## config.mk

```make
export PLATFORM = sky130hd
export DESIGN_NAME = enclave_lifecycle_seq
export DESIGN_NICKNAME = d
export VERILOG_FILES = /design/src/rtl/enc_seq_pkg.sv /design/src/rtl/enc_leaf_decode.sv /design/src/rtl/enc_lifecycle_fsm.sv /design/src/rtl/enc_dbg_buffer.sv /design/src/rtl/enclave_lifecycle_seq.sv
export SDC_FILE = /design/constraint.sdc
export NUM_CORES = 1
export LEC_CHECK = 0
export BUFFER_PORTS_ARGS = -buffer_cell sky130_fd_sc_hd__buf_2
export CAP_MARGIN = 40
export CORE_MARGIN = 2
export CORE_UTILIZATION = 45
export CTS_BUF_LIST = sky130_fd_sc_hd__clkbuf_2
export DETAILED_ROUTE_END_ITERATION = 6
export GPL_ROUTABILITY_DRIVEN = 0
export SYNTH_ARGS = -nofsm -noshare
export SYNTH_HDL_FRONTEND = slang
export SYNTH_SLANG_ARGS = --single-unit
```

## constraint.sdc

```tcl
create_clock -name clk -period 9.9 [get_ports clk]
set_input_delay 0.99 -clock clk [delete_from_list [all_inputs] [get_ports clk]]
set_output_delay 0.99 -clock clk [all_outputs]
set_load 0.05 [all_outputs]
```

## src/rtl/enc_seq_pkg.sv

```systemverilog
package enc_seq_pkg;

    localparam int unsigned LEAF_W = 3;
    localparam int unsigned DATA_W = 64;

    typedef enum logic [2:0] {
        ST_EMPTY       = 3'd0,
        ST_BUILDING    = 3'd1,
        ST_READY       = 3'd2,
        ST_RUNNING     = 3'd3,
        ST_INTERRUPTED = 3'd4
    } life_state_e;

    typedef enum logic [3:0] {
        OP_CREATE,
        OP_ADD,
        OP_INIT,
        OP_REMOVE,
        OP_DRD,
        OP_DWR,
        OP_EXTEND,
        OP_REPORT,
        OP_GETKEY,
        OP_ENTER,
        OP_RESUME,
        OP_EXIT,
        OP_BAD
    } op_e;

endpackage

```

## src/rtl/enc_leaf_decode.sv

```systemverilog
module enc_leaf_decode
    import enc_seq_pkg::*;
(
    input  logic              priv,
    input  logic [LEAF_W-1:0] leaf,
    output op_e               op
);

    always_comb begin
        op = OP_BAD;
        if (priv) begin
            case (leaf)
                3'd0:    op = OP_CREATE;
                3'd1:    op = OP_ADD;
                3'd2:    op = OP_INIT;
                3'd3:    op = OP_REMOVE;
                3'd4:    op = OP_DRD;
                3'd5:    op = OP_DWR;
                3'd6:    op = OP_EXTEND;
                default: op = OP_BAD;
            endcase
        end else begin
            case (leaf)
                3'd0:    op = OP_REPORT;
                3'd1:    op = OP_GETKEY;
                3'd2:    op = OP_ENTER;
                3'd3:    op = OP_RESUME;
                3'd4:    op = OP_EXIT;
                default: op = OP_BAD;
            endcase
        end
    end

endmodule

```

## src/rtl/enc_lifecycle_fsm.sv

```systemverilog
module enc_lifecycle_fsm
    import enc_seq_pkg::*;
#(
    parameter int unsigned MAX_PAGES = 8,
    parameter int unsigned CNT_W     = 4
) (
    input  logic             clk,
    input  logic             rst_n,
    input  logic             cmd_valid,
    input  op_e              op,
    input  logic             cmd_debug,
    input  logic             irq,
    output logic             acc_rd,
    output logic             acc_wr,
    output logic             rsp_valid,
    output logic             rsp_fault,
    output life_state_e      state,
    output logic [CNT_W-1:0] page_cnt
);

    typedef struct packed {
        life_state_e      st;
        logic [CNT_W-1:0] cnt;
        logic             dbg;
        logic             rsp_v;
        logic             rsp_f;
    } fsm_regs_t;

    localparam logic [CNT_W-1:0] CNT_ONE = CNT_W'(1);
    localparam logic [CNT_W-1:0] CNT_MAX = CNT_W'(MAX_PAGES);

    fsm_regs_t q, d;
    logic      ok;
    logic      irq_take;

    always_comb begin
        d        = q;
        ok       = 1'b0;
        irq_take = irq && (q.st == ST_RUNNING);
        if (irq_take) begin
            d.st = ST_INTERRUPTED;
        end
        if (cmd_valid && !irq_take) begin
            case (op)
                OP_CREATE: if (q.st == ST_EMPTY) begin
                    ok    = 1'b1;
                    d.st  = ST_BUILDING;
                    d.cnt = '0;
                    d.dbg = cmd_debug;
                end
                OP_ADD: if (q.st == ST_BUILDING && q.cnt != CNT_MAX) begin
                    ok    = 1'b1;
                    d.cnt = q.cnt + CNT_ONE;
                end
                OP_EXTEND: if (q.st == ST_BUILDING && q.cnt != '0) begin
                    ok = 1'b1;
                end
                OP_INIT: if (q.st == ST_BUILDING && q.cnt != '0) begin
                    ok   = 1'b1;
                    d.st = ST_READY;
                end
                OP_REMOVE: if (q.st == ST_BUILDING || q.st == ST_READY) begin
                    ok = 1'b1;
                    if (q.cnt > CNT_ONE) begin
                        d.cnt = q.cnt - CNT_ONE;
                    end else begin
                        d.cnt = '0;
                        d.st  = ST_EMPTY;
                        d.dbg = 1'b0;
                    end
                end
                OP_DRD, OP_DWR: if (q.dbg && q.st != ST_EMPTY) begin
                    ok = 1'b1;
                end
                OP_REPORT, OP_GETKEY: if (q.st == ST_RUNNING) begin
                    ok = 1'b1;
                end
                OP_ENTER: if (q.st == ST_READY) begin
                    ok   = 1'b1;
                    d.st = ST_RUNNING;
                end
                OP_RESUME: if (q.st == ST_INTERRUPTED) begin
                    ok   = 1'b1;
                    d.st = ST_RUNNING;
                end
                OP_EXIT: if (q.st == ST_RUNNING) begin
                    ok   = 1'b1;
                    d.st = ST_READY;
                end
                default: ok = 1'b0;
            endcase
        end
        d.rsp_v = cmd_valid;
        d.rsp_f = cmd_valid && !ok;
        acc_rd  = ok && (op == OP_DRD);
        acc_wr  = ok && (op == OP_DWR);
    end

    always_ff @(posedge clk) begin
        if (!rst_n) begin
            q <= '{st: ST_EMPTY, cnt: '0, dbg: 1'b0, rsp_v: 1'b0, rsp_f: 1'b0};
        end else begin
            q <= d;
        end
    end

    assign state     = q.st;
    assign page_cnt  = q.cnt;
    assign rsp_valid = q.rsp_v;
    assign rsp_fault = q.rsp_f;

    assert_resp_follows_cmd_R2: assert property (@(posedge clk) disable iff (!rst_n)
        cmd_valid |=> (q.rsp_v && $past(rst_n)) || !$past(rst_n));

    assert_fault_has_resp_R2: assert property (@(posedge clk) disable iff (!rst_n)
        q.rsp_f |-> q.rsp_v);

    assert_fault_keeps_state_R11: assert property (@(posedge clk) disable iff (!rst_n)
        (q.rsp_f && !$past(irq)) |-> (q.st == $past(q.st) && q.cnt == $past(q.cnt)));

    assert_cnt_bounded_R4: assert property (@(posedge clk) disable iff (!rst_n)
        q.cnt <= CNT_MAX);

    assert_ready_has_pages_R5: assert property (@(posedge clk) disable iff (!rst_n)
        (q.st == ST_READY) |-> (q.cnt != '0));

    assert_run_entry_R6: assert property (@(posedge clk) disable iff (!rst_n)
        (q.st == ST_RUNNING && $past(q.st) != ST_RUNNING)
        |-> ($past(q.st) == ST_READY || $past(q.st) == ST_INTERRUPTED));

    assert_interrupt_source_R7: assert property (@(posedge clk) disable iff (!rst_n)
        (q.st == ST_INTERRUPTED && $past(q.st) != ST_INTERRUPTED)
        |-> ($past(q.st) == ST_RUNNING && $past(irq)));

    assert_empty_clean_R9: assert property (@(posedge clk) disable iff (!rst_n)
        (q.st == ST_EMPTY) |-> (q.cnt == '0 && !q.dbg));

endmodule

```

## src/rtl/enc_dbg_buffer.sv

```systemverilog
module enc_dbg_buffer #(
    parameter int unsigned WORDS  = 8,
    parameter int unsigned IDX_W  = 3,
    parameter int unsigned DATA_W = 64
) (
    input  logic              clk,
    input  logic              rst_n,
    input  logic              rd_en,
    input  logic              wr_en,
    input  logic [IDX_W-1:0]  addr,
    input  logic [DATA_W-1:0] wdata,
    output logic [DATA_W-1:0] rdata
);

    logic [DATA_W-1:0] mem_q [WORDS];
    logic [DATA_W-1:0] mem_d [WORDS];
    logic [DATA_W-1:0] rdata_q, rdata_d;
    logic [WORDS-1:0]  word_we;

    for (genvar w = 0; w < WORDS; w++) begin : g_word_sel
        assign word_we[w] = wr_en && (addr == IDX_W'(w));
    end

    always_comb begin
        for (int i = 0; i < WORDS; i++) begin
            mem_d[i] = word_we[i] ? wdata : mem_q[i];
        end
        rdata_d = rd_en ? mem_q[addr] : '0;
    end

    always_ff @(posedge clk) begin
        if (!rst_n) begin
            for (int i = 0; i < WORDS; i++) begin
                mem_q[i] <= '0;
            end
            rdata_q <= '0;
        end else begin
            for (int i = 0; i < WORDS; i++) begin
                mem_q[i] <= mem_d[i];
            end
            rdata_q <= rdata_d;
        end
    end

    assign rdata = rdata_q;

    assert_single_access_R10: assert property (@(posedge clk) disable iff (!rst_n)
        !(rd_en && wr_en));

    assert_one_word_written_R10: assert property (@(posedge clk) disable iff (!rst_n)
        $onehot0(word_we));

    assert_idle_read_zero_R11: assert property (@(posedge clk) disable iff (!rst_n)
        !rd_en |=> (rdata == '0) || !$past(rst_n));

endmodule

```

## src/rtl/enclave_lifecycle_seq.sv

```systemverilog
module enclave_lifecycle_seq
    import enc_seq_pkg::*;
#(
    parameter  int unsigned MAX_PAGES = 8,
    parameter  int unsigned WORDS     = 8,
    localparam int unsigned CNT_W     = $clog2(MAX_PAGES + 1),
    localparam int unsigned IDX_W     = (WORDS > 1) ? $clog2(WORDS) : 1
) (
    input  logic              clk,
    input  logic              rst_n,
    input  logic              cmd_valid,
    input  logic              cmd_priv,
    input  logic [2:0]        cmd_leaf,
    input  logic              cmd_debug,
    input  logic [IDX_W-1:0]  cmd_addr,
    input  logic [63:0]       cmd_wdata,
    input  logic              irq,
    output logic              rsp_valid,
    output logic              rsp_fault,
    output logic [63:0]       rsp_rdata,
    output logic [2:0]        state_o,
    output logic [CNT_W-1:0]  page_cnt_o
);

    op_e         op;
    logic        acc_rd, acc_wr;
    life_state_e st;

    enc_leaf_decode i_decode (
        .priv (cmd_priv),
        .leaf (cmd_leaf),
        .op   (op)
    );

    enc_lifecycle_fsm #(
        .MAX_PAGES (MAX_PAGES),
        .CNT_W     (CNT_W)
    ) i_fsm (
        .clk       (clk),
        .rst_n     (rst_n),
        .cmd_valid (cmd_valid),
        .op        (op),
        .cmd_debug (cmd_debug),
        .irq       (irq),
        .acc_rd    (acc_rd),
        .acc_wr    (acc_wr),
        .rsp_valid (rsp_valid),
        .rsp_fault (rsp_fault),
        .state     (st),
        .page_cnt  (page_cnt_o)
    );

    enc_dbg_buffer #(
        .WORDS  (WORDS),
        .IDX_W  (IDX_W),
        .DATA_W (DATA_W)
    ) i_buffer (
        .clk   (clk),
        .rst_n (rst_n),
        .rd_en (acc_rd),
        .wr_en (acc_wr),
        .addr  (cmd_addr),
        .wdata (cmd_wdata),
        .rdata (rsp_rdata)
    );

    assign state_o = st;

endmodule

```

### Word-level counts from Yosys, hierarchy flattened

Memories as Yosys holds them, arrays and structs flattened. A register that Yosys moved wholly into a read port is not among the register bits.
Index checks and enable logic that the tools add are counted.

| storage, ports and cells | value |
|---|---|
| register bits | 10 |
| RAM bits | 512 |
| input port bits | 76 |
| output and inout bits | 73 |
| word-level logic and storage cells | 146 |
| memories | 1 |

| operators by class | value |
|---|---|
| $add $sub $neg | 2 |
| magnitude comparators | 1 |
| equal/unequal tests | 41 |
| multiplexer cells | 46 |
| bitwise logic cells | 8 |
| reduce and logical (&&, ||, !) cells | 42 |

Memory list:

| name | depth | width | read ports | clocked after Yosys merged registers in | write ports | line | source |
|---|---|---|---|---|---|---|---|
| i_buffer.mem_q | 8 | 64 | 1 | 1 | 8 | enc_dbg_buffer.sv:15 | `logic [DATA_W-1:0] mem_q [WORDS];` |

Operators by type and width:

| operator | number |
|---|---|
| 2-to-1 mux 64 bit | 16 |
| case mux 4 bit (7 select lines) | 1 |
| equality test 3 bit (second input constant) | 8 |
| 2-to-1 mux 8 bit | 3 |
| case mux 4 bit (5 select lines) | 1 |
| equality test 3 x 2 -> 1 bit (second input constant) | 6 |
| 2-to-1 mux 3 bit | 6 |
| case mux 3 bit (6 select lines) | 1 |
| AND reduction 2 bit | 9 |
| equality test 4 x 3 -> 1 bit (second input constant) | 4 |
| equality test 4 bit (second input constant) | 4 |
| logical AND 1 bit | 16 |
| 2-to-1 mux 1 bit | 12 |
| 2-to-1 mux 4 bit | 3 |
| case mux 4 bit (3 select lines) | 1 |
| AND reduction 5 bit | 2 |
| equality test 3 x 1 -> 1 bit (second input constant) | 3 |
| zero test 3 bit | 3 |
| equality test 4 x 2 -> 1 bit (second input constant) | 2 |
| != test 1 bit (second input constant) | 8 |
| bitwise OR 1 bit | 8 |
| case mux 1 bit (8 select lines) | 1 |
| != test 2 x 1 -> 1 bit (second input constant) | 3 |
| nonzero test 3 bit | 2 |
| other kinds (14) | 17 |

### Longest topological paths before layout

Gate-level depths: netlist (run 1).

| depth | value |
|---|---|
| word-level depth | 12 |
| gate-level depth with buffers | 9 |

### Hierarchy

A second synthesis (run 1) with hierarchy kept.

| unflattened totals | value |
|---|---|
| cells, all modules | 1785 |
| area total of the unflattened synthesis | 24477.2 um^2 |

By module, submodules not included:

| module | times used | cells each | area an instance (um^2) | sequential area each (um^2) |
|---|---|---|---|---|
| enc_dbg_buffer | 1 | 1617 | 23279.8 | 16656.0 |
| enc_lifecycle_fsm | 1 | 157 | 1124.8 | 200.2 |
| enc_leaf_decode | 1 | 11 | 72.6 | 0.0 |

### Worst setup path after synthesis (run 1)

OpenSTA, ideal clock, no wires.

| timing path | value |
|---|---|
| path type | input to register |
| start point | in cmd_priv |
| end point | mem i_buffer.mem_q[7][0], enable pin |
| arrival | 6.936 ns |
| data required time | 9.319 ns |
| setup slack | 2.383 ns |
| stages | 7 |
| buffers on the path | 2 |
| cells stage by stage | buf_2 > nand3b_1 > or4_1 > o311ai_4 > o21ai_4 > buf_2 > o31ai_1 |

RTL lines:

| item | line | source |
|---|---|---|
| start, declared | enclave_lifecycle_seq.sv:12 | `input logic cmd_priv,` |
| end, declared | enc_dbg_buffer.sv:15 |  |

==> results.txt, run 1 <==
The flow ran to the end, and the final reports show no timing, DRC or antenna violations. The worst hold path was traced through 5 stages. The post-synthesis sequential area ratio came out at 0.683. The initial cell density of the core is 0.457. The worst hold-check path type is in -> reg.

The synthesized design spends more area on one cell type than any other, namely sky130_fd_sc_hd__edfxtp_1. Using the TritonRoute via totals, the vias-per-cell ratio works out to 5.47. The number of H-tree levels came out at 4. CTS placed an instance of sky130_fd_sc_hd__clkbuf_2 at the clock tree root. Yosys attributes the largest share of cell area to sky130_fd_sc_hd__edfxtp_1 62%, sky130_fd_sc_hd__mux4_2 12%, sky130_fd_sc_hd__dfxtp_1 6.0%. The worst setup path is launched from a flop. The floorplan die height came out at 238 microns. The analysis attributes to cell leakage a power of 0.0106 uW. The worst reg2reg path depth came out at 7.

The number of fill cells is 4681. The share of synthesized flip-flops with an asynchronous set or reset is 0. The minimum hold slack is 0.249 ns.

In this run the power density over the cells is 171 mW/mm^2. The tree built by TritonCTS fans out to 586 sinks. The commonest cells after synthesis are 512 x sky130_fd_sc_hd__edfxtp_1, 275 x sky130_fd_sc_hd__nand2_1, 204 x sky130_fd_sc_hd__nor3_1. The worst-case IR drop observed on VDD is 0.000102 V. TritonCTS built the clock tree. The slack of the worst reg-to-reg path is 5.90 ns.

The slew of the pin with the lowest slew margin came out at 1.07 ns. The core box area is 0.0540 sq mm. The clock skew is 0.0786 ns. The final number of hold-violating endpoints came to 0. The vias after detailed routing is 15600. The sum of net half-perimeters after detailed placement is 33300 microns. For this run, the slowest stage of the critical path takes 0.75 ns. The critical path in this run is classified as reg -> reg. The maximum root-to-sink buffer count is 3.

The die covers 0.0568 sq mm. The number of design rule violations left after detail routing came out at 0. The max-capacitance violation count came out at 0.

The data arrival time of the critical path is 4.88 ns. The fraction of final layout cells with drive strength greater than 1 came out at 0.270. The number of flops mapped to enable cells by yosys came out at 512. The pin count of the biggest net entering global routing came out at 206. The top-area cell type share of the netlist area is 0.623. The global-route wire length before repair came out at 94400 microns. Traced cell by cell, the critical path runs through and4b_1, nor2_1, a21boi_2, o21ai_4, buf_12, o31ai_4, buf_4.

The number of nets in the synthesized netlist is 1866. The count of hold-fix buffers inserted at cts is 68. The initial antenna violation count was 2.

The number of pins with negative max-slew slack in the final report came to 0. The highest clock frequency the design can meet came out at 250 MHz. The endpoint identified for the worst register-to-register timing path is i_buffer.mem_q[6][17]. The clock latency on the worst-skew pair is 1.31 ns. The via count of the first global-routing pass came out at 16700.

After technology mapping, the gate count stands at 1787. Setup repair after global routing left no endpoint under its margin. The required time at the worst-slack endpoint is 10.77 ns. The post-detailed-route wirelength per cell is 21.2 microns. The number of nets with antenna violations after detailed routing is 0. The worst hold path begins at irq. STA classifies the critical path endpoint as a flop. The count of placed standard cells in the final layout, fillers left out is 2860. The remaining global-route overflow came out at 0. The total number of placement rows came out at 85. For the finished layout, the period the worst path requires is 4.00 ns.

The mean post-synth cell area is 13.8 sq um. The flop and latch count out of synthesis came out at 586. Measured along the x axis, the die boundary spans 238 microns. The most common cell in the synthesized netlist is sky130_fd_sc_hd__edfxtp_1. The worst register-to-register path begins at i_fsm.state[2].

The final layout contains 2123 nets. The number of buffers added for setup after CTS is 0. In this run, the number of DRC markers left after iteration 0 of detailed routing was 1235. The total wirelength of the detailed-routed design came out at 60600 microns.

Once the clock tree was built, the resizer swapped 0 gates to a different size. The distinct cell type count after synthesis came out at 64. The signed area change from the synthesized netlist to the final layout came out at 15.3%.

The worst slew margin relative to its limit is 0.285. The overall global routing resource usage came out at 0.221. The portion of the clock cycle consumed by the worst path in the final layout came out at 0.404.

The slowest stage of the critical path is the sky130_fd_sc_hd__dfxtp_1 cell. In this run the cell area of the synthesized design comes to 0.0247 sq mm. The pre-antenna-repair detailed-routing pass consisted of 5 iterations. The CTS clock-pin slew for the worst setup and hold paths came out at 0.08 ns. Buffers inserted during clock tree synthesis total 151. The number of I/O port buffers is 148. The most instantiated flip-flop cell in the synthesis netlist is sky130_fd_sc_hd__edfxtp_1.

The accumulated negative setup slack came out at 0 ns. The path with the worst hold slack has its endpoint at i_fsm.state[1]. The number of warnings printed during yosys synthesis is 0. Pin placement for this block handled 149 I/O pins. The total of endpoints with negative setup slack in the final report came out at 0.

The number of placed instances, taps included came out at 2519. The largest driver fanout on the critical path is 205.
-- worst max-delay path: cells and delay by family (launching register included) --
kind	cells	cell delay, ns
buffers and inverters	2	0.99
AND/OR/NAND/NOR	2	0.57
AO/OA/AOI/OAI	3	1.04
flip-flops	1	0.75
-- worst max path at each step --
stage | startpoint | endpoint | slack (ns) | cells after the start
floorplan | cmd_priv | i_buffer.mem_q[7][0] | 2.38 | 7
finish | i_fsm.state[2] | i_buffer.mem_q[6][17] | 5.90 | 7
global placement | cmd_addr[1] | i_buffer.mem_q[4][3] | 4.65 | 6
detailed placement | cmd_leaf[1] | i_buffer.mem_q[6][53] | 5.39 | 8
global route | i_fsm.state[2] | i_buffer.mem_q[6][19] | 5.73 | 7
CTS | i_fsm.state[2] | i_buffer.mem_q[6][13] | 5.93 | 7
-- layout make-up --
cell class	instances	area (sq um)	share of cell area
timing repair buffer	253	1950	0.0685
tap	696	871	0.0306
clock inverter	37	310	0.0109
inverter	70	264	0.00927
antenna	3	7.51	0.000264
clock buffer	233	1170	0.0410
multi-input combinational	982	7050	0.248
sequential	586	16900	0.592
-- power breakdown --
| group | internal (uW) | switching [uW] | total, uW |
|---|---|---|---|
| sequential | 2760 | 20.4 | 2780 |
| combinational | 132 | 204 | 335 |
| clock | 778 | 986 | 1760 |
| total | 3670 | 1210 | 4880 |
-- stage by stage --
step / utilization / total power, uW / setup WS, ns / area [sq um]
CTS: 0.527 / 4950 / 5.93 / 28500
finish: 0.527 / 4880 / 5.90 / 28500
detailed placement: 0.487 / 3160 / 5.39 / 26300
floorplan: - / 3050 / 2.38 / 24700
global route: 0.527 / 5100 / 5.73 / 28500
global placement: 0.481 / 3140 / 4.65 / 26000
-- layout by cell type (no fill, tap or decap), types with 6 or more instances in the layout --
cell type	count
sky130_fd_sc_hd__bufinv_16	6
sky130_fd_sc_hd__dfxtp_1	74
sky130_fd_sc_hd__a21oi_1	73
sky130_fd_sc_hd__clkbuf_2	233
sky130_fd_sc_hd__buf_16	8
sky130_fd_sc_hd__edfxtp_1	512
sky130_fd_sc_hd__buf_2	144
sky130_fd_sc_hd__dlygate4sd3_1	68
sky130_fd_sc_hd__o31ai_4	6
sky130_fd_sc_hd__inv_1	69
sky130_fd_sc_hd__nor3_1	204
sky130_fd_sc_hd__clkinv_1	22
sky130_fd_sc_hd__mux4_2	128
sky130_fd_sc_hd__o21ai_0	9
sky130_fd_sc_hd__nor2_1	199
sky130_fd_sc_hd__buf_4	25
sky130_fd_sc_hd__nand2_1	273
-- registers in the layout, indices dropped and copies added, names as in the netlist --
name	flops
i_buffer.mem_q	512
i_buffer.rdata	64
i_fsm.page_cnt	4
i_fsm.q	1
i_fsm.rsp_fault	1
i_fsm.rsp_valid	1
i_fsm.state	3
-- cell families after synthesis --
kind of cell	share of synthesized area
buffers and inverters	0.0391
AOI/OAI and AO/OA	0.0323
DFF	0.683
and+or+nand+nor	0.127
xor gates and xnor gates	0.000355
adders and majority gates	0.00152
muxes	0.118
-- per-layer routing --
metal	vias to the layer above	track usage	wire [microns]	share of wire
met4	0	0.0818	1310	0.022
met1	7860	0.284	25100	0.41
met3	83	0.0507	3460	0.057
met5	-	0	0	0
met2	504	0.366	30700	0.51
li1	7201	-	-	-
(Power assumes the default switching activity.)
==> run 2: changes to the inputs <==
==> constraint.sdc (replaced) <==
create_clock -name clk -period 3.77 [get_ports clk]
set_input_delay 0.377 -clock clk [delete_from_list [all_inputs] [get_ports clk]]
set_output_delay 0.377 -clock clk [all_outputs]
set_load 0.05 [all_outputs]
==> run 2 against run 1 <==
Against the previous run: final cell count is 3.0% higher; sequential share of layout area is 1.8 points lower; clock power grew to 2.6 times the previous value; core utilization increased by 1.7 points; via count up 4.8%; non-clock buffer count rose by 87; critical endpoint is now i_buffer.mem_q[0][15].
==> results.txt, run 2 (synthesized netlist as in run 1, its figures left out) <==
The sequential cell fraction of total power is 0.565 (was 0.570). The internal cell power is 9720 uW (was 3670 uW). The TritonCTS clock tree is built (unchanged). The final period demand of the worst path was 3.61 ns (was 4.00 ns).

The worst reg2reg path depth was 7 (unchanged). The post-detailed-route wirelength per cell came out at 22.0 microns (was 21.2 microns). The minimum hold slack came out at 0.166 ns (was 0.249 ns). The leakage power summed over all cells was 0.0110 uW (was 0.0106 uW). The required time at the worst-slack endpoint is 4.74 ns (was 10.77 ns). The die span in x came to 238 microns (unchanged).

The number of buffers added for setup after CTS came out at 0 (unchanged). The switching component of the power came out at 3200 uW (was 1210 uW). The total CTS buffers is 150 (was 151).

The total power came to 12900 uW (was 4880 uW). The fraction of power consumed by the clock network came to 0.359 (was 0.361). The max-capacitance violation count is 0 (unchanged). The initial antenna violation count was 1 (was 2). The count of placed standard cells in the final layout, fillers left out is 2947 (was 2860). The core box area is 0.0540 sq mm (unchanged). The floorplan die height came out at 238 microns (unchanged). The mean number of vias per cell came out at 5.57 (was 5.47).

The count of buffer and inverter cells on the critical path was 2 (unchanged). The cell with the biggest individual delay on the critical path is sky130_fd_sc_hd__dfxtp_1 (unchanged). The remaining global-route overflow was 0 (unchanged). The slew of the pin with the lowest slew margin is 0.877 ns (was 1.07 ns). The die outline area was 0.0568 sq mm (unchanged). The maximum root-to-sink buffer count is 3 (unchanged). The number of stages on the worst hold path is 5 (unchanged).

The clock skew came out at 0.0836 ns (was 0.0786 ns). The critical path capture point type is a flop (unchanged). The data arrival time of the critical path came to 4.57 ns (was 4.88 ns). The beginning of the worst hold path is cmd_debug (was irq). The global-route wire length before repair came out at 98000 microns (was 94400 microns). The number of flip-flops in the largest register came out at 512 (unchanged). The part of the total power dissipated in combinational logic is 0.076 (was 0.069).

The vias after detailed routing came to 16400 (was 15600). The number of pins with negative max-slew slack in the final report came to 0 (unchanged). The worst flop-to-flop path startpoint is i_fsm.state[0] (was i_fsm.state[2]).

The total of endpoints with negative setup slack in the final report came out at 0 (unchanged). The terminus of the critical flop-to-flop path is i_buffer.mem_q[0][15] (was i_buffer.mem_q[6][17]). The total number of placement rows is 85 (unchanged). Setup repair after global routing missed its margin: false (unchanged).

The delay of the slowest cell on the worst path is 0.78 ns (was 0.75 ns). The largest driver fanout on the critical path is 98 (was 205). The portion of the clock cycle consumed by the worst path in the final layout came out at 0.957 (was 0.404). Leading cell types in the layout, fill and taps excluded: 512 x sky130_fd_sc_hd__edfxtp_1, 273 x sky130_fd_sc_hd__nand2_1, 235 x sky130_fd_sc_hd__clkbuf_2 (was 512 x sky130_fd_sc_hd__edfxtp_1, 273 x sky130_fd_sc_hd__nand2_1, 233 x sky130_fd_sc_hd__clkbuf_2). The overall global routing resource usage is 0.230 (was 0.221). The final standard cell area without fillers is 0.0294 sq mm (was 0.0285 sq mm). The number of H-tree levels is 4 (unchanged). The CTS clock-pin slew for the worst setup and hold paths is 0.09 ns (was 0.08 ns). The initial cell density of the core is 0.457 (unchanged).

The detailed-router iteration count before antenna repair was 5 (unchanged). The worst ir drop on vdd is 0.000257 V (was 0.000102 V). The total cell area at the placement stage is 0.0264 sq mm (was 0.0263 sq mm).

The I/O pin count came out at 149 (unchanged). The number of design rule violations left after detail routing came to 0 (unchanged). The sink count of the clock tree came out at 586 (unchanged).

The accumulated negative setup slack is 0 ns (unchanged). The clock latency on the worst-skew pair is 1.30 ns (was 1.31 ns). The number of design-rule violations left by the first detailed-router iteration came to 1272 (was 1235). The pin count of the biggest net entering global routing was 197 (was 206). The highest clock frequency the design can meet came out at 277 MHz (was 250 MHz). The power per cell area is 440 mW/mm^2 (was 171 mW/mm^2). The worst hold path endpoint is i_fsm.q[2] (was i_fsm.state[1]). The largest register by flop count is i_buffer.mem_q (unchanged). The number of fill cells is 4641 (was 4681).

Critical Path, Cell by Cell: and4b_1, nor2_1, a21boi_2, dlygate4sd3_1, o21ai_4, buf_6, nor3_1 (was and4b_1, nor2_1, a21boi_2, o21ai_4, buf_12, o31ai_4, buf_4). The number of placed instances, taps included came out at 2526 (was 2519). The total wirelength of the detailed-routed design came out at 64900 microns (was 60600 microns). The final number of hold-violating endpoints is 0 (unchanged). The signed area change from the synthesized netlist to the final layout is 19.0% (was 15.3%). The slack of the worst reg-to-reg path came to 0.16 ns (was 5.90 ns). The cell family with the largest share of critical-path delay is buffers and inverters (was compound AO/OA/AOI/OAI gates). The worst slew margin relative to its limit is 0.415 (was 0.285). The number of I/O port buffers came out at 148 (unchanged).

The type of origin of the critical path is a flop (unchanged). Result of the run: complete, no violations (unchanged). The via count of the first global-routing pass came out at 17300 (was 16700). The most common cell after layout, fill and taps aside is sky130_fd_sc_hd__edfxtp_1 (unchanged).

The type of the worst setup path is reg -> reg (unchanged). The number of nets with antenna violations after detailed routing is 0 (unchanged). The net count reported at finish came to 2209 (was 2123). The switching part of the total power is 0.248 (about the same). The fraction of final layout cells with drive strength greater than 1 was 0.266 (was 0.270). The sum of net half-perimeters after detailed placement is 33900 microns (was 33300 microns).

The cell at the root of the clock tree is sky130_fd_sc_hd__clkbuf_2 (unchanged). The worst hold-check path type is in -> reg (unchanged).
[run 2: final cells by class]
type	count	area, sq um	share of cell area
clock inverters	36	313	0.0106
repair buffers	340	2840	0.0967
well taps	696	871	0.0296
inverters	70	264	0.00898
diodes	2	5.00	0.000170
clock buffers	235	1180	0.0400
multi-input cells	982	7060	0.240
flip-flops and latches	586	16900	0.574
[run 2: worst max path at each step]
| stage | startpoint | endpoint | slack (ns) | cells past startpoint |
|---|---|---|---|---|
| finish | i_fsm.state[0] | i_buffer.mem_q[0][15] | 0.16 | 7 |
| floorplan | i_fsm.page_cnt[0] | i_buffer.mem_q[2][0] | 0.007 | 8 |
| global route | i_fsm.state[0] | i_buffer.mem_q[7][11] | 0.03 | 7 |
| detailed placement | cmd_leaf[2] | i_buffer.mem_q[0][54] | 0.48 | 7 |
| CTS | i_fsm.state[0] | i_buffer.mem_q[0][51] | 0.18 | 7 |
| global placement | i_fsm.page_cnt[1] | i_buffer.mem_q[0][50] | 0.55 | 9 |
[run 2: worst reg2reg max path, stage by stage, from the launching register on]
cell and delay [ns]:
sky130_fd_sc_hd__dfxtp_1 0.78, sky130_fd_sc_hd__and4b_1 0.39, sky130_fd_sc_hd__nor2_1 0.11, sky130_fd_sc_hd__a21boi_2 0.22, sky130_fd_sc_hd__dlygate4sd3_1 0.65, sky130_fd_sc_hd__o21ai_4 0.25, sky130_fd_sc_hd__buf_6 0.77, sky130_fd_sc_hd__nor3_1 0.18
[run 2: power groups by stage]
stage,Clock [uW],Sequential (uW),Combinational (uW)
3_5_place_dp,0,7460,864
3_3_place_gp,0,7440,852
5_1_grt,5080,7330,1050
4_1_cts,4770,7310,985
2_1_floorplan,0,7450,545
6_report,4640,7300,978
[run 2: per-layer routing]
layer	vias to the layer above	global-route usage	wire [microns]
li1	7355	-	-
met1	8239	0.295	26800
met2	670	0.377	31800
met3	140	0.0519	4170
met4	0	0.107	2070
met5	-	0	0
[run 2: timing repair]
action,CTS,global route
resized for setup,0,2
endpoints found under the hold margin,682,0
endpoints found under the setup margin,0,19
hold buffers,147,0
[run 2: through the flow]
stage	utilization	setup slack, ns
5_1_grt	0.544	0.0279
6_report	0.544	0.163
2_1_floorplan	-	0.00667
3_5_place_dp	0.489	0.484
4_1_cts	0.544	0.183
3_3_place_gp	0.486	0.551
==> run 3: changes to the inputs <==
--- a/config.mk
+++ b/config.mk
@@ -5,6 +5,7 @@
 export SDC_FILE = /design/constraint.sdc
 export NUM_CORES = 1
 export LEC_CHECK = 0
+export ABC_AREA = 1
 export BUFFER_PORTS_ARGS = -buffer_cell sky130_fd_sc_hd__buf_2
 export CAP_MARGIN = 40
 export CORE_MARGIN = 2
==> run 3 against run 2 <==
Against the previous run: synthesized cell count up 34%; via count rose by 13%; clock skew fell by 0.0089 ns; final area fell by 2.3%; first-iteration DRC count up 22%; largest power group unchanged; combinational power is 1% higher; largest cell class unchanged; die area fell by 1.1%.
==> results.txt, run 3 <==
The number of nets with antenna violations after detailed routing is 0 (unchanged). The synthesized cell area is 0.0244 sq mm (was 0.0247 sq mm). The remaining global-route overflow came to 0 (unchanged).

The destination of the critical timing path is i_fsm.q[2] (was i_buffer.mem_q[0][15]). The number of warnings printed during yosys synthesis was 0 (unchanged). The number of flops mapped to enable cells by yosys is 512 (unchanged).

Cells taking the most area after synthesis: sky130_fd_sc_hd__edfxtp_1 63%, sky130_fd_sc_hd__nand2_1 13%, sky130_fd_sc_hd__dfxtp_1 6.1% (was sky130_fd_sc_hd__edfxtp_1 62%, sky130_fd_sc_hd__mux4_2 12%, sky130_fd_sc_hd__dfxtp_1 6.0%). The leakage power summed over all cells is 0.0119 uW (was 0.0110 uW). The cell type with the largest total area after synthesis is sky130_fd_sc_hd__edfxtp_1 (unchanged). The minimum setup slack in the final design came out at 0.355 ns (was 0.163 ns). The slew of the pin with the lowest slew margin came to 0.895 ns (was 0.877 ns). The number of fill cells came to 4781 (was 4641).

The count of placed standard cells in the final layout, fillers left out came out at 3550 (was 2947). The distinct cell type count after synthesis came out at 24 (was 64). The die span in x came out at 237 microns (was 238 microns). The maximum root-to-sink buffer count is 3 (unchanged). The worst setup timing slack at the placement stage came out at 0.906 ns (was 0.484 ns). The total CTS buffers is 152 (was 150). The data arrival time of the critical path came out at 4.62 ns (was 4.57 ns).

The number of design rule violations left after detail routing came out at 0 (unchanged). The CTS clock-pin slew for the worst setup and hold paths came out at 0.11 ns (was 0.09 ns). The fraction of final layout cells with drive strength greater than 1 is 0.164 (was 0.266). The signed area change from the synthesized netlist to the final layout is 17.5% (was 19.0%). The cell at the root of the clock tree was sky130_fd_sc_hd__clkbuf_2 (unchanged). The number of flip-flops in the largest register is 512 (unchanged). The power per cell area is 444 mW/mm^2 (was 440 mW/mm^2).

The number of H-tree levels came to 4 (unchanged). The minimum hold slack is 0.127 ns (was 0.166 ns). The worst setup path startpoint is i_fsm.state[2] (was i_fsm.state[0]). The worst hold-check path type was in -> reg (unchanged). The most common cell after layout, fill and taps aside was sky130_fd_sc_hd__nand2_1 (was sky130_fd_sc_hd__edfxtp_1). The number of gates given a new drive strength after cts came out at 0 (unchanged). The worst ir drop on vdd was 0.000243 V (was 0.000257 V). The worst slew margin relative to its limit is 0.403 (was 0.415). The top-area cell type share of the netlist area is 0.629 (was 0.623). The net count reported at finish came out at 2804 (was 2209). The via count of the first global-routing pass is 18900 (was 17300). The TritonCTS clock tree was built (unchanged).

The final period demand of the worst path came to 3.41 ns (was 3.61 ns). The share of synthesized flip-flops with an asynchronous set or reset came out at 0 (unchanged). The number of I/O port buffers came out at 148 (unchanged). The critical path capture point type is a flop (unchanged).

The post-synthesis sequential area ratio is 0.690 (was 0.683). Setup repair after global routing missed its margin: false (unchanged). The flop and latch count out of synthesis was 586 (unchanged). The total power is 12800 uW (was 12900 uW). Leading cell types in the layout, fill and taps excluded: 820 x sky130_fd_sc_hd__nand2_1, 512 x sky130_fd_sc_hd__edfxtp_1, 350 x sky130_fd_sc_hd__nor2_1 (was 512 x sky130_fd_sc_hd__edfxtp_1, 273 x sky130_fd_sc_hd__nand2_1, 235 x sky130_fd_sc_hd__clkbuf_2). The global-route wire length before repair came out at 102000 microns (was 98000 microns).

The number of nets in the synthesized netlist is 2481 (was 1866). The initial antenna violation count came out at 2 (was 1). The number of pins with negative max-slew slack in the final report came out at 0 (unchanged).

The clock skew came out at 0.0747 ns (was 0.0836 ns). The number of design-rule violations left by the first detailed-router iteration came out at 1551 (was 1272). The die outline area came out at 0.0562 sq mm (was 0.0568 sq mm). The max-capacitance violation count came out at 0 (unchanged).

The terminus of the critical flop-to-flop path is i_fsm.q[2] (was i_buffer.mem_q[0][15]). The worst reg2reg path depth came out at 9 (was 7). The slack of the worst reg-to-reg path is 0.36 ns (was 0.16 ns). The sink count of the clock tree was 586 (unchanged).

The I/O pin count is 149 (unchanged). The total of endpoints with negative setup slack in the final report was 0 (unchanged). The area taken by flip-flops and latches came out at 0.0169 sq mm (about the same). The total wirelength of the detailed-routed design came out at 64600 microns (was 64900 microns).

The required time at the worst-slack endpoint came out at 4.98 ns (was 4.74 ns). The highest clock frequency the design can meet came out at 293 MHz (was 277 MHz). The largest register by flop count is i_buffer.mem_q (unchanged). The portion of the clock cycle consumed by the worst path in the final layout was 0.906 (was 0.957). The final number of hold-violating endpoints is 0 (unchanged). The total number of placement rows is 85 (unchanged).

The area of combinational cells with multiple inputs is 0.00637 sq mm (was 0.00706 sq mm). The clock latency on the worst-skew pair came out at 1.32 ns (was 1.30 ns). The number of buffers added for setup after CTS came to 0 (unchanged). The pin count of the biggest net entering global routing is 129 (was 197). The mean post-synth cell area is 10.2 sq um (was 13.8 sq um). The overall global routing resource usage came out at 0.235 (was 0.230).

The type of origin of the critical path is a flop (unchanged). The core box area was 0.0537 sq mm (was 0.0540 sq mm). The initial cell density of the core came to 0.455 (was 0.457). The type of the worst setup path is reg -> reg (unchanged). The mean number of vias per cell came out at 5.20 (was 5.57). The synthesized netlist cell count came to 2402 (was 1787). The largest driver fanout on the critical path came to 6 (was 98). The detailed-router iteration count before antenna repair is 7 (was 5). The most instantiated library cell after synthesis is sky130_fd_sc_hd__nand2_1 (was sky130_fd_sc_hd__edfxtp_1). The post-detailed-route wirelength per cell came out at 18.2 microns (was 22.0 microns). Most common library cells after synthesis: 831 x sky130_fd_sc_hd__nand2_1, 512 x sky130_fd_sc_hd__edfxtp_1, 352 x sky130_fd_sc_hd__nor2_1 (was 512 x sky130_fd_sc_hd__edfxtp_1, 275 x sky130_fd_sc_hd__nand2_1, 204 x sky130_fd_sc_hd__nor3_1).

The most instantiated flip-flop cell in the synthesis netlist is sky130_fd_sc_hd__edfxtp_1 (unchanged). The worst flop-to-flop path startpoint is i_fsm.state[2] (was i_fsm.state[0]). The sum of net half-perimeters after detailed placement came to 34900 microns (was 33900 microns). The floorplan die height is 237 microns (was 238 microns).

The vias after detailed routing was 18500 (was 16400). The number of placed instances, taps included is 3131 (was 2526). Result of the run: complete, no violations (unchanged).
[run 3: changes by cell type after synthesis, moves of 21 or more]
cell / previous run / this run
sky130_fd_sc_hd__a21oi_1: 73 / 13
sky130_fd_sc_hd__inv_1: 70 / 155
sky130_fd_sc_hd__nand4_1: 1 / 138
sky130_fd_sc_hd__nand2_1: 275 / 831
sky130_fd_sc_hd__nor3_1: 204 / 133
sky130_fd_sc_hd__buf_2: 47 / 26
sky130_fd_sc_hd__mux4_2: 128 / 0
sky130_fd_sc_hd__nor2_1: 199 / 352
[run 3: stage by stage]
stage | area (sq um) | TNS [ns] | util
2_1_floorplan | 24400 | -137.84 | -
3_3_place_gp | 25800 | 0 | 0.481
3_5_place_dp | 25900 | 0 | 0.483
4_1_cts | 28700 | 0 | 0.534
5_1_grt | 28700 | 0 | 0.534
6_report | 28700 | 0 | 0.534
[run 3: how the worst min path moves through the flow]
stage / depth (start not counted) / from / to
2_1_floorplan: 2 / i_fsm.q[2] / i_fsm.q[2]
3_3_place_gp: 2 / i_fsm.q[2] / i_fsm.q[2]
3_5_place_dp: 2 / i_fsm.q[2] / i_fsm.q[2]
4_1_cts: 4 / cmd_wdata[6] / i_buffer.mem_q[6][6]
5_1_grt: 4 / cmd_wdata[25] / i_buffer.mem_q[3][25]
6_report: 4 / cmd_wdata[52] / i_buffer.mem_q[7][52]
[run 3: cell families (layout without fill, tap and decap cells)]
| kind of cell | Yosys count | in the layout | share of synthesized area |
|---|---|---|---|
| xor+xnor | 3 | 3 | 0.00108 |
| flops | 586 | 586 | 0.690 |
| other cells | 0 | 6 | 0 |
| buf+inv | 311 | 757 | 0.0533 |
| simple gates | 1469 | 1469 | 0.248 |
| fa+ha+maj | 3 | 3 | 0.00154 |
| compound gates | 30 | 30 | 0.00640 |
[run 3: repair_timing]
action | 4_1_cts | 5_1_grt
setup endpoints to repair | 0 | 0
endpoints found under the hold margin | 836 | 0
hold buffers | 136 | 0
[run 3: power by group]
group	switching [uW]	internal [uW]	total (uW)
Clock	2560	1850	4410
Sequential	68.5	7280	7350
Combinational	692	301	992
[run 3: worst max-delay path, stage by stage (launching register included)]
cell and delay, ns:
sky130_fd_sc_hd__dfxtp_1 0.39, sky130_fd_sc_hd__nor3_1 0.41, sky130_fd_sc_hd__nand3_1 0.14, sky130_fd_sc_hd__dlygate4sd3_1 0.58, sky130_fd_sc_hd__nand2_1 0.06, sky130_fd_sc_hd__dlygate4sd3_1 0.54, sky130_fd_sc_hd__nand2_1 0.04, sky130_fd_sc_hd__dlygate4sd3_1 0.57
sky130_fd_sc_hd__nor2_1 0.09, sky130_fd_sc_hd__dlygate4sd3_1 0.54
[run 3: final cells by class]
class	instances	share of cell area
Clock buffer	247	0.0431
Inverter	161	0.0212
Timing Repair Buffer	319	0.0896
Multi-Input combinational cell	1505	0.222
Antenna cell	6	0.000523
Sequential cell	586	0.587
Clock inverter	30	0.00580
Tap cell	696	0.0303
[run 3: metal layers]
metal  global-route usage  part of all wire  vias up
met5                    0                 0        -
met4                0.102             0.029        0
met3               0.0582             0.077      139
met2                0.387              0.48      749
met1                0.295              0.42     8844
li1                     -                 -     8724
